--- src/rtl/jq_pkg.sv ---
package jq_pkg;

  typedef enum logic [1:0] {
    OP_INIT = 2'd0,
    OP_ADD  = 2'd1,
    OP_REM  = 2'd2,
    OP_FULL = 2'd3
  } jq_op_e;

  typedef enum logic [2:0] {
    ST_OK      = 3'd0,
    ST_FULL    = 3'd1,
    ST_UNDEF   = 3'd2,
    ST_EMPTY   = 3'd3,
    ST_BADCODE = 3'd4,
    ST_BADLEN  = 3'd5,
    ST_NOROOM  = 3'd7
  } jq_status_e;

  localparam logic [2:0] ORDER_OLDEST = 3'd1;
  localparam logic [2:0] ORDER_NEWEST = 3'd2;

endpackage

--- src/rtl/jq_store.sv ---
// Circular entry store that can release from either end.
module jq_store #(
  parameter int DEPTH = 8,
  parameter int W     = 8,
  localparam int PW   = $clog2(DEPTH),
  localparam int CW   = $clog2(DEPTH + 1)
) (
  input  logic          clk,
  input  logic          rst_n,
  input  logic          clr,
  input  logic          push,
  input  logic          pop_front,
  input  logic          pop_back,
  input  logic [W-1:0]  wdata,
  output logic [W-1:0]  front,
  output logic [W-1:0]  back,
  output logic [CW-1:0] occ
);
  logic [W-1:0]  mem [DEPTH];
  logic [PW-1:0] head, tail, tail_prev;

  function automatic logic [PW-1:0] nxt(input logic [PW-1:0] p);
    return (p == PW'(DEPTH - 1)) ? '0 : p + 1'b1;
  endfunction

  function automatic logic [PW-1:0] prv(input logic [PW-1:0] p);
    return (p == '0) ? PW'(DEPTH - 1) : p - 1'b1;
  endfunction

  assign tail_prev = prv(tail);
  assign front     = mem[head];
  assign back      = mem[tail_prev];

  always_ff @(posedge clk) begin
    if (push && !clr) mem[tail] <= wdata;
  end

  always_ff @(posedge clk or negedge rst_n) begin
    if (!rst_n) begin
      head <= '0;
      tail <= '0;
      occ  <= '0;
    end else if (clr) begin
      head <= '0;
      tail <= '0;
      occ  <= '0;
    end else if (push) begin
      tail <= nxt(tail);
      occ  <= occ + 1'b1;
    end else if (pop_front) begin
      head <= nxt(head);
      occ  <= occ - 1'b1;
    end else if (pop_back) begin
      tail <= tail_prev;
      occ  <= occ - 1'b1;
    end
  end
endmodule

--- src/rtl/jq_divider.sv ---
// Restoring divider, one quotient bit per cycle.
module jq_divider #(
  parameter int NW = 32,
  parameter int DW = 16,
  localparam int CW = $clog2(NW + 1)
) (
  input  logic          clk,
  input  logic          rst_n,
  input  logic          start,
  input  logic [NW-1:0] num,
  input  logic [DW-1:0] den,
  output logic          busy,
  output logic          done,
  output logic [NW-1:0] quot
);
  logic [DW:0]   rem, shifted;
  logic [DW-1:0] dvs;
  logic [CW-1:0] left;
  logic          fits;

  assign shifted = {rem[DW-1:0], quot[NW-1]};
  assign fits    = shifted >= {1'b0, dvs};

  always_ff @(posedge clk or negedge rst_n) begin
    if (!rst_n) begin
      quot <= '0;
      rem  <= '0;
      dvs  <= '0;
      left <= '0;
      busy <= 1'b0;
      done <= 1'b0;
    end else begin
      done <= 1'b0;
      if (start) begin
        quot <= num;
        rem  <= '0;
        dvs  <= den;
        left <= CW'(NW);
        busy <= 1'b1;
      end else if (busy) begin
        rem  <= fits ? shifted - {1'b0, dvs} : shifted;
        quot <= {quot[NW-2:0], fits};
        left <= left - 1'b1;
        if (left == CW'(1)) begin
          busy <= 1'b0;
          done <= 1'b1;
        end
      end
    end
  end
endmodule

--- src/rtl/job_queue_stats.sv ---
module job_queue_stats
  import jq_pkg::*;
#(
  parameter int DEPTH  = 8,
  parameter int JOB_W  = 8,
  parameter int INFO_W = 16,
  parameter int TS_W   = 24,
  parameter int CNT_W  = 16,
  parameter int SUM_W  = 32,
  localparam int LEN_W = $clog2(DEPTH + 1)
) (
  input  logic                    clk,
  input  logic                    rst_n,
  input  logic                    op_valid,
  output logic                    op_ready,
  input  logic [1:0]              op_code,
  input  logic [2:0]              op_type,
  input  logic signed [LEN_W:0]   op_len,
  input  logic [JOB_W-1:0]        op_job,
  input  logic [INFO_W-1:0]       op_info,
  output logic                    rsp_valid,
  output logic [2:0]              rsp_status,
  output logic [JOB_W-1:0]        rsp_job,
  output logic [INFO_W-1:0]       rsp_info,
  input  logic                    stat_req,
  output logic                    stat_ready,
  input  logic [2:0]              stat_code,
  output logic                    stat_valid,
  output logic [2:0]              stat_status,
  output logic [SUM_W-1:0]        stat_value
);
  localparam int EW = TS_W + JOB_W + INFO_W;

  function automatic logic [TS_W-1:0] f_elapsed(input logic [TS_W-1:0] now_t,
                                                input logic [TS_W-1:0] then_t);
    return now_t - then_t;
  endfunction

  function automatic logic [TS_W-1:0] f_min(input logic [TS_W-1:0] a,
                                            input logic [TS_W-1:0] b);
    return (a < b) ? a : b;
  endfunction

  // state
  logic [TS_W-1:0]  cyc_q, first_q, last_q, min_wait_q;
  logic             cfg_q, lifo_q;
  logic [LEN_W-1:0] len_q, peak_q;
  logic [CNT_W-1:0] n_add_q, n_rem_q;
  logic [SUM_W-1:0] wait_sum_q;

  // named internal events
  logic             op_fire, stat_fire, is_full;
  logic             init_ok, init_bad, push, pop_f, pop_b, popping;
  logic [2:0]       st_n;
  logic [EW-1:0]    front, back, taken;
  logic [LEN_W-1:0] occ;
  logic [TS_W-1:0]  rm_wait, oldest_age;
  logic             div_busy, div_done, div_start;
  logic [SUM_W-1:0] div_num, div_quot, imm_val;
  logic [CNT_W-1:0] div_den;
  logic [2:0]       imm_st;

  assign op_ready   = !div_busy;
  assign stat_ready = !div_busy;
  assign op_fire    = op_valid && op_ready;
  assign stat_fire  = stat_req && stat_ready;
  assign is_full    = (occ == len_q);
  assign popping    = pop_f || pop_b;
  assign taken      = lifo_q ? back : front;
  assign rm_wait    = f_elapsed(cyc_q, taken[EW-1 -: TS_W]);
  assign oldest_age = f_elapsed(cyc_q, front[EW-1 -: TS_W]);

  jq_store #(.DEPTH(DEPTH), .W(EW)) u_store (
    .clk(clk), .rst_n(rst_n), .clr(init_ok || init_bad), .push(push),
    .pop_front(pop_f), .pop_back(pop_b), .wdata({cyc_q, op_job, op_info}),
    .front(front), .back(back), .occ(occ)
  );

  jq_divider #(.NW(SUM_W), .DW(CNT_W)) u_div (
    .clk(clk), .rst_n(rst_n), .start(div_start), .num(div_num), .den(div_den),
    .busy(div_busy), .done(div_done), .quot(div_quot)
  );

  // command decode
  always_comb begin
    st_n = ST_OK; init_ok = 1'b0; init_bad = 1'b0;
    push = 1'b0; pop_f = 1'b0; pop_b = 1'b0;
    if (op_fire) begin
      unique case (jq_op_e'(op_code))
        OP_INIT: begin
          init_bad = 1'b1;
          if (op_type != ORDER_OLDEST && op_type != ORDER_NEWEST) st_n = ST_BADCODE;
          else if (op_len <= 0)                                   st_n = ST_BADLEN;
          else if (op_len > DEPTH)                                st_n = ST_NOROOM;
          else begin init_bad = 1'b0; init_ok = 1'b1; end
        end
        OP_ADD: begin
          if (!cfg_q)       st_n = ST_UNDEF;
          else if (is_full) st_n = ST_FULL;
          else              push = 1'b1;
        end
        OP_REM: begin
          if (!cfg_q)          st_n = ST_UNDEF;
          else if (occ == '0)  st_n = ST_EMPTY;
          else if (lifo_q)     pop_b = 1'b1;
          else                 pop_f = 1'b1;
        end
        OP_FULL: begin
          if (!cfg_q) st_n = ST_UNDEF;
          else        st_n = is_full ? ST_FULL : ST_OK;
        end
      endcase
    end
  end

  // statistics decode
  always_comb begin
    imm_val = '0; imm_st = ST_OK; div_start = 1'b0;
    div_num = '0; div_den = '0;
    if (!cfg_q) imm_st = ST_UNDEF;
    else begin
      unique case (stat_code)
        3'd1: imm_val = SUM_W'(occ);
        3'd3: imm_val = SUM_W'(peak_q);
        3'd4: imm_val = (n_rem_q != '0) ? SUM_W'(min_wait_q) : '0;
        3'd5: imm_val = (occ != '0) ? SUM_W'(oldest_age) : '0;
        3'd2: if (n_add_q >= CNT_W'(2)) begin
                div_start = stat_fire;
                div_num   = SUM_W'(f_elapsed(last_q, first_q));
                div_den   = n_add_q - 1'b1;
              end
        3'd6: if (n_rem_q != '0) begin
                div_start = stat_fire;
                div_num   = wait_sum_q;
                div_den   = n_rem_q;
              end
        default: imm_st = ST_BADCODE;
      endcase
    end
  end

  logic             imm_v_q;
  logic [SUM_W-1:0] imm_val_q;
  logic [2:0]       imm_st_q;

  assign stat_valid  = imm_v_q || div_done;
  assign stat_value  = div_done ? div_quot : imm_val_q;
  assign stat_status = div_done ? 3'(ST_OK) : imm_st_q;

  always_ff @(posedge clk or negedge rst_n) begin
    if (!rst_n) begin
      cyc_q <= '0; cfg_q <= 1'b0; lifo_q <= 1'b0; len_q <= '0; peak_q <= '0;
      n_add_q <= '0; n_rem_q <= '0; first_q <= '0; last_q <= '0;
      min_wait_q <= '0; wait_sum_q <= '0;
      rsp_valid <= 1'b0; rsp_status <= '0; rsp_job <= '0; rsp_info <= '0;
      imm_v_q <= 1'b0; imm_val_q <= '0; imm_st_q <= '0;
    end else begin
      cyc_q      <= cyc_q + 1'b1;
      rsp_valid  <= op_fire;
      rsp_status <= st_n;
      rsp_job    <= popping ? taken[JOB_W+INFO_W-1 -: JOB_W] : '0;
      rsp_info   <= popping ? taken[INFO_W-1:0] : '0;
      imm_v_q    <= stat_fire && !div_start;
      imm_val_q  <= imm_val;
      imm_st_q   <= imm_st;
      if (init_bad) cfg_q <= 1'b0;
      if (init_ok) begin
        cfg_q <= 1'b1; lifo_q <= (op_type == ORDER_NEWEST);
        len_q <= op_len[LEN_W-1:0]; peak_q <= '0;
        n_add_q <= '0; n_rem_q <= '0; first_q <= '0; last_q <= '0;
        min_wait_q <= '0; wait_sum_q <= '0;
      end
      if (push) begin
        n_add_q <= n_add_q + 1'b1;
        if (n_add_q == '0) first_q <= cyc_q;
        last_q <= cyc_q;
        if (occ + 1'b1 > peak_q) peak_q <= occ + 1'b1;
      end
      if (popping) begin
        n_rem_q    <= n_rem_q + 1'b1;
        wait_sum_q <= wait_sum_q + SUM_W'(rm_wait);
        min_wait_q <= (n_rem_q == '0) ? rm_wait : f_min(rm_wait, min_wait_q);
      end
    end
  end
endmodule

--- config.mk ---
export PLATFORM = sky130hd
export DESIGN_NAME = job_queue_stats
export DESIGN_NICKNAME = d
export VERILOG_FILES = /design/src/rtl/jq_pkg.sv /design/src/rtl/jq_store.sv /design/src/rtl/jq_divider.sv /design/src/rtl/job_queue_stats.sv
export SDC_FILE = /design/constraint.sdc
export NUM_CORES = 1
export LEC_CHECK = 0
export BUFFER_PORTS_ARGS = -buffer_cell sky130_fd_sc_hd__buf_4
export CELL_PAD_IN_SITES_DETAIL_PLACEMENT = 0
export CELL_PAD_IN_SITES_GLOBAL_PLACEMENT = 1
export CORE_MARGIN = 5
export CORE_UTILIZATION = 50
export CTS_CLUSTER_SIZE = 8
export DETAILED_ROUTE_END_ITERATION = 10
export GPL_TIMING_DRIVEN = 1
export MAX_ROUTING_LAYER = met4
export PLACE_DENSITY_LB_ADDON = 0.1
export SLEW_MARGIN = 20
export SYNTH_ARGS = -nofsm -noshare
export SYNTH_HDL_FRONTEND = slang
export SYNTH_HIERARCHICAL = 1
export SYNTH_SLANG_ARGS = --single-unit
--- constraint.sdc ---
create_clock -name clk -period 9.5 [get_ports clk]
set_clock_uncertainty 0.05 [all_clocks]
set_input_delay 1.9 -clock clk [delete_from_list [all_inputs] [get_ports clk]]
set_output_delay 1.9 -clock clk [all_outputs]
set_load 0.05 [all_outputs]
==> impl_results.md, run 1 <==
- Fin Setup TNS: 0 ns
- Placeable Area: 0.0777 mm²
- Vias: 28,500
- WL final: 107 mm
- CP required: 9.95 ns
- Tmin final: 8.81 ns
- Top-count cell post-synth: edfxtp_1
- Die Area: between 0.08 and 0.09 mm²
- CTS Buffer Depth: 3
- Routed len/inst: roughly 23 µm
- Final Setup Violations: 0
- Clock Latency Late Sink: approximately 0.66 ns
- Status: complete, no violations
- Number of synthesized register bits: 691
- Average cell area after synthesis: 11.3 µm²
- Hold WS: 0.451 ns
- Post-CTS setup buffers: 0
- Setup crit start: u_store/tail[0]
- Fin nets: 3,730
- Worst setup SP type: register
- GPL Wtd Cong: 0.893
- CTS tree: done
- Layout cells sized above 1: around 16%
- Detailed Place HPWL: 68.9 mm
- Primary FF master, synth: edfxtp_1
- Top post-synthesis cells by count: edfxtp_1, nand2_1, dfrtp_1
- IO Pins: about 110
- Slew HR: 28.8%
- Clk root buf: clkbuf_16
- Max_cap viols: 0
- DRC: 0
- Register area share after synthesis: 48.8%
- Hold path startpoint: len_q[3]
- Max-slew violation count: 0
- Leak: 17.2 nW
- Area share of the largest cell type after synthesis: between 20 and 30%
- Hold Violations, Final: 0
- Worst vdd ir: 0.000353 V
- DR pass1 iterations: 6
- Dominant cell type by area after synthesis: edfxtp_1
- Worst setup EP type: register
- # hold bufs at CTS: 0
- Cell area after synthesis: just under 0.04 mm²
- Clock sinks: 691
- N_diodes: 0
- RSZ-0062 raised after global routing: false
- First-pass GRT wire length: about 170 mm
- Fmax: roughly 0.11 GHz
- Worst Path Max Fanout: 58
- Final antenna-violating net count: 0
- Area grow syn2layout: 11.5%
- PostCTS Resize Cnt: 0
- CP Data Arrival Time: roughly 9.3 ns
- Total grt overflow: 0
- Worst-Margin Slew: 1.07 ns
- Crit Path Class: reg2reg
- Row cnt: 102
- Post-placement cell count: about 4,500
- Cell Pwr Density: roughly 300 mW/mm²
- Netlist cell types: ~110
- Starting Density: roughly half
- Post-synth EDFFs: between 300 and 400
- CTS buffer count: 97
- Chip Height: 290 µm
- Syn Nets: 3,694
- Htree depth: 3
- Vias in the first global route: 29,100
- Fin crit share: 92.8%
- Drt initial violations: between 1,500 and 2,000
- Largest net degree at the start of global routing: around 160
- Synth area leaders: edfxtp_1, dfrtp_1, mux4_2, ha_1, mux2_2
- Initial antenna violation count: 3
- Clk slew on worst S/H paths: 0.05 ns
- Class of the worst hold path: reg2reg
- Ys async rst share: about 44%
- Routed vias/inst: about 6.2
- Total GRT Usage: 25.2%
- Yosys warns: 6
- FF-to-FF Start: u_store/tail[0]
- Die X: 290 µm
- I/O Buffers: 105
- Final Util: a little under three fifths
- Syn Inst Count: approximately 3,500
- Non-Filler Instances: 4,626
==> per-stage QoR <==
stage / cell area (µm²) / power, mW / worst slack, ns
4_1_cts: 43700 / 13.2 / 0.825
3_3_place_gp: 40900 / 9.80 / 0.989
6_report: 43900 / 13.2 / 0.687
3_5_place_dp: 40900 / 9.94 / 0.875
5_1_grt: 43900 / 14.1 / 0.0838
2_1_floorplan: 39300 / 8.45 / 1.89
==> per-layer routing <==
layer	share of wire [%]	GRT usage, %	up-vias
li1	-	-	13100
met1	45	34.6	14400
met2	48	40.4	840
met3	5.2	3.23	171
met4	2.1	6.70	0
met5	0	-	-
==> final timing paths <==
kind | end | depth (start not counted) | slack [ns]
worst max-delay path | min_wait_q[6] | 26 | 0.69
worst min-delay path | len_q[3] | 2 | 0.45
worst max register to register | min_wait_q[6] | 26 | 0.69
worst min register to register | len_q[3] | 2 | 0.45
max in group asynchronous | first_q[18] | 2 | 6.76
min in group asynchronous | u_div/rem[12] | 1 | 1.23
==> registers in the layout (all words and copies together), names as in the netlist, 2 cells and up <==
name          cells
imm_val_q        24
u_store/tail      3
len_q             4
u_store/occ       4
wait_sum_q       32
peak_q            4
min_wait_q       24
first_q          24
u_div/quot       32
n_rem_q          16
last_q           24
u_store/mem     384
n_add_q          16
cyc_q            24
rsp_info         16
u_div/dvs        16
imm_st_q          2
u_store/head      3
rsp_status        3
rsp_job           8
u_div/rem        16
u_div/left        6
==> layout by cell type, fill, tap and decap left out, types with 103 or more instances in the layout <==
cell and count:
a211oi_1 155, a21oi_1 103, and3_1 108, buf_4 146, dfrtp_1 301, edfxtp_1 384, ha_1 156, inv_1 145
mux2_2 137, mux2i_1 109, nand2_1 315, nor2_1 193, o21ai_0 251
==> critical path: stages (launching register included) <==
cell and delay (ns):
dfrtp_4 0.81, clkinv_1 0.64, ha_4 0.39, nand2b_4 0.52, nand2_2 0.57, buf_4 0.47
a211oi_1 0.31, o32ai_1 0.13, mux2i_1 0.24, ha_1 0.32, o21a_1 0.20, o31a_1 0.12
a21oi_1 0.34, a211oi_1 0.15, o21ai_0 0.40, a2111oi_0 0.19, a211oi_1 0.32, inv_1 0.13
ha_1 0.31, nand4_1 0.13, nor4_1 0.39, a22oi_1 0.12, a31oi_1 0.18, a311oi_1 0.08
o21ai_2 0.29, buf_4 0.37, mux2_2 0.38
==> layout make-up <==
type,count,area (µm²)
well taps,1040,1300
repair buffers,154,1270
flip-flops and latches,691,19200
inverters,147,552
multi-input cells,2435,18700
fillers,6535,33900
clock buffers,150,2640
clock inverters,9,186
==> kinds of logic (layout without fill, tap and decap cells) <==
logic type,Yosys count,count (layout),share of synthesized area [%]
other,1,1,0.00953
DFF,691,691,48.8
muxes,354,354,12.9
xor gates and xnor gates,148,148,3.30
AOI/OAI and AO/OA,814,814,13.7
buffers and inverters,364,460,4.01
adders and majority gates,163,163,5.30
and+or+nand+nor,955,955,11.9
==> where the power goes <==
group | switching (mW) | internal, mW | total, mW | leakage (nW)
logic | 3.59 | 2.52 | 6.11 | 8.46
registers | 0.358 | 3.51 | 3.87 | 7.42
clock network | 1.30 | 1.92 | 3.23 | 1.34
No activity file was read; power rests on OpenSTA's default activity.
==> run 2: changes to the inputs <==
SYNTH_HIERARCHICAL = not set   (was 1)
==> run 2 against run 1 <==
Setup slack gained 1.1 ns; register-to-register slack gained 1.1 ns; final cell count shrank 6.5%; first-iteration DRC count grew 13%; routed wire length shrank 5.3%; utilization grew 0.31 points; count of clock-buffer cells in the layout grew 4; critical path type unchanged.
==> impl_results.md, run 2 <==
- Routed len/inst: ~23 µm
- Detailed Place HPWL: around 66 mm
- Htree depth: 3
- Average cell area after synthesis: ~12 µm²
- Fin nets: 3,497
- Synth area leaders: edfxtp_1, dfrtp_1, mux4_2, ha_1, mux2i_1
- # hold bufs at CTS: 0
- Post-CTS setup buffers: 0
- Area share of the largest cell type after synthesis: 30.8%
- WL final: 101 mm
- Slowest-stage cell, CP: o41a_1
- Total grt overflow: 0
- Seq. cell area: a little under 0.02 mm²
- Leading cell type in the layout, fill and taps excluded: edfxtp_1
- Fillers: around 6,200
- Dominant cell type by area after synthesis: edfxtp_1
- Netlist cell types: 87
- Syn Nets: 3,418
- Vias: 26,800
- Drt initial violations: 2,211
- Top-count cell post-synth: edfxtp_1
- Chip Height: between 200 and 300 µm
- Slew HR: between 30% and 40%
- Max reg flops: 384
- Die X: approximately 280 µm
- First-pass GRT wire length: 158 mm
- CTS buffer count: between 90 and 100
- Row cnt: 100
- Worst Path Max Fanout: 20
- Cell area after synthesis: 0.0374 mm²
- Area grow syn2layout: 12.8%
- Fin Setup TNS: 0 ns
- Largest net degree at the start of global routing: 111
- Clk slew on worst S/H paths: approximately 0.050 ns
- Top reg by flops: u_store.mem
- DR pass1 iterations: 6
- RSZ-0062 raised after global routing: false
- Worst vdd ir: 0.000155 V
- Ys async rst share: between 40 and 50%
- Initial antenna violation count: 1
- Status: complete, no violations
- Vias in the first global route: 27,300
- Register area share after synthesis: 51.4%
- Largest regs: u_store.mem: 384 flops, u_div.quot: 32 flops, wait_sum_q: 32 flops
- Fmax: 0.129 GHz
- Hold Crit Depth: 2
- Worst-Margin Slew: 1.02 ns
- Syn Inst Count: around 3,200
- Gate power share: 1.5%
- CTS tree: done
- Crit Path Class: reg2reg
- IO Pins: 107
- Class of the worst hold path: reg2reg
- Part of the power in registers: between 40% and 50%
- Final Setup Violations: 0
- Max-slew violation count: 0
- Total power: 6.51 mW
- Die Area: 0.0804 mm²
- Primary FF master, synth: edfxtp_1
- Number of synthesized register bits: 691
- Clk root buf: clkbuf_16
- Hold Violations, Final: 0
- Total GRT Usage: 25.2%
- Tmin final: about 7.7 ns
- CP Data Arrival Time: 8.21 ns
- CP max stage delay: 0.51 ns
- Total net switching power: 1.38 mW
- Top post-synthesis cells by count: edfxtp_1, dfrtp_1, nand2_1
- PostCTS Resize Cnt: 0
- DRC: 0
- CTS Buffer Depth: 3
- Clock Latency Late Sink: 0.67 ns
- N_diodes: 0
- Yosys warns: 0
- Max_cap viols: 0
- Worst setup SP type: register
- Clock sinks: a little under 700
- Clk pwr share: 49.9%
- GPL Wtd Cong: 0.919
- Layout cells sized above 1: between 10% and 20%
- Reg2Reg Depth: 28
- Leak: 17.5 nW
- Fin crit share: between 80 and 90%
- Cell Int Power: 5.13 mW
- Cell Pwr Density: 154 mW/mm²
- Final antenna-violating net count: 0
- Highest-count cells in the layout ignoring fill and taps: edfxtp_1, dfrtp_1, nand2_1
- Routed vias/inst: 6.19
- Placeable Area: 0.0743 mm²
- Post-synth EDFFs: 384
- Worst setup EP type: register
- Starting Density: 50.3%
- I/O Buffers: ~110
- Net Sw Frac: 21.2%
- CP required: 9.97 ns
- Area of the multi-input gates: 0.0171 mm²
==> run 2: kinds of logic after synthesis <==
logic type | Yosys count | share of synthesized area [%]
buffers and inverters | 308 | 3.21
other | 1 | 0.0100
AOI/OAI and AO/OA | 791 | 13.9
adders and majority gates | 162 | 5.52
xor gates and xnor gates | 137 | 3.21
and+or+nand+nor | 790 | 9.90
muxes | 335 | 12.9
DFF | 691 | 51.4
==> run 2: final timing paths <==
kind                                  from        endpoint  slack (ns)
min in group asynchronous            rst_n   u_div.rem[13]        1.26
max reg2reg                u_store.tail[1]  min_wait_q[20]        1.77
min                           u_div.dvs[0]    u_div.dvs[0]        0.45
max                        u_store.tail[1]  min_wait_q[20]        1.77
min reg2reg                   u_div.dvs[0]    u_div.dvs[0]        0.45
max in group asynchronous            rst_n       cyc_q[18]        6.67
==> run 2: per-layer routing <==
layer | up-vias | part of all wire [%] | global-route usage, %
li1 | 12300 | - | -
met1 | 13500 | 44 | 34.6
met2 | 820 | 48 | 40.7
met3 | 157 | 5.4 | 3.06
met4 | 0 | 1.9 | 6.20
met5 | - | 0 | -
==> run 2: metrics by stage <==
stage | instances | instance area [µm²] | utilization, % | setup WS (ns) | hold slack [ns]
finish | 4324 | 42200 | 56.8 | 1.77 | 0.446
floorplan | 3215 | 37400 | - | 1.28 | 0.409
detailed placement | 4163 | 39300 | 52.9 | 1.80 | 0.441
CTS | 4323 | 42200 | 56.7 | 1.79 | 0.452
global route | 4324 | 42200 | 56.8 | 1.22 | 0.471
global placement | 4163 | 39300 | 52.9 | 1.98 | 0.432
==> run 2: power by group through the flow <==
| stage | clock network, mW | registers (mW) | logic (mW) |
|---|---|---|---|
| 6_report | 3.24 | 3.17 | 0.0970 |
| 5_1_grt | 3.44 | 3.16 | 0.107 |
| 4_1_cts | 3.31 | 3.17 | 0.0991 |
| 3_5_place_dp | 0 | 3.22 | 0.0989 |
| 3_3_place_gp | 0 | 3.22 | 0.0970 |
| 2_1_floorplan | 0 | 3.22 | 0.0296 |
==> run 2: cell type report <==
type	count	share of cell area, %
clock buffers	154	6.41
multi-input cells	2216	40.7
inverters	119	1.06
well taps	969	2.87
clock inverters	6	0.371
flip-flops and latches	691	45.6
repair buffers	169	3.04
==> run 2: critical path: cells and delay by family (launching register included) <==
family	cells	cell delay, ns
multiplexers	2	0.70
buffers and inverters	3	0.90
XOR/XNOR	1	0.22
AO/OA/AOI/OAI	12	3.06
flip-flops	1	0.47
adder cells (fa/ha/maj)	3	0.89
AND/OR/NAND/NOR	7	1.29
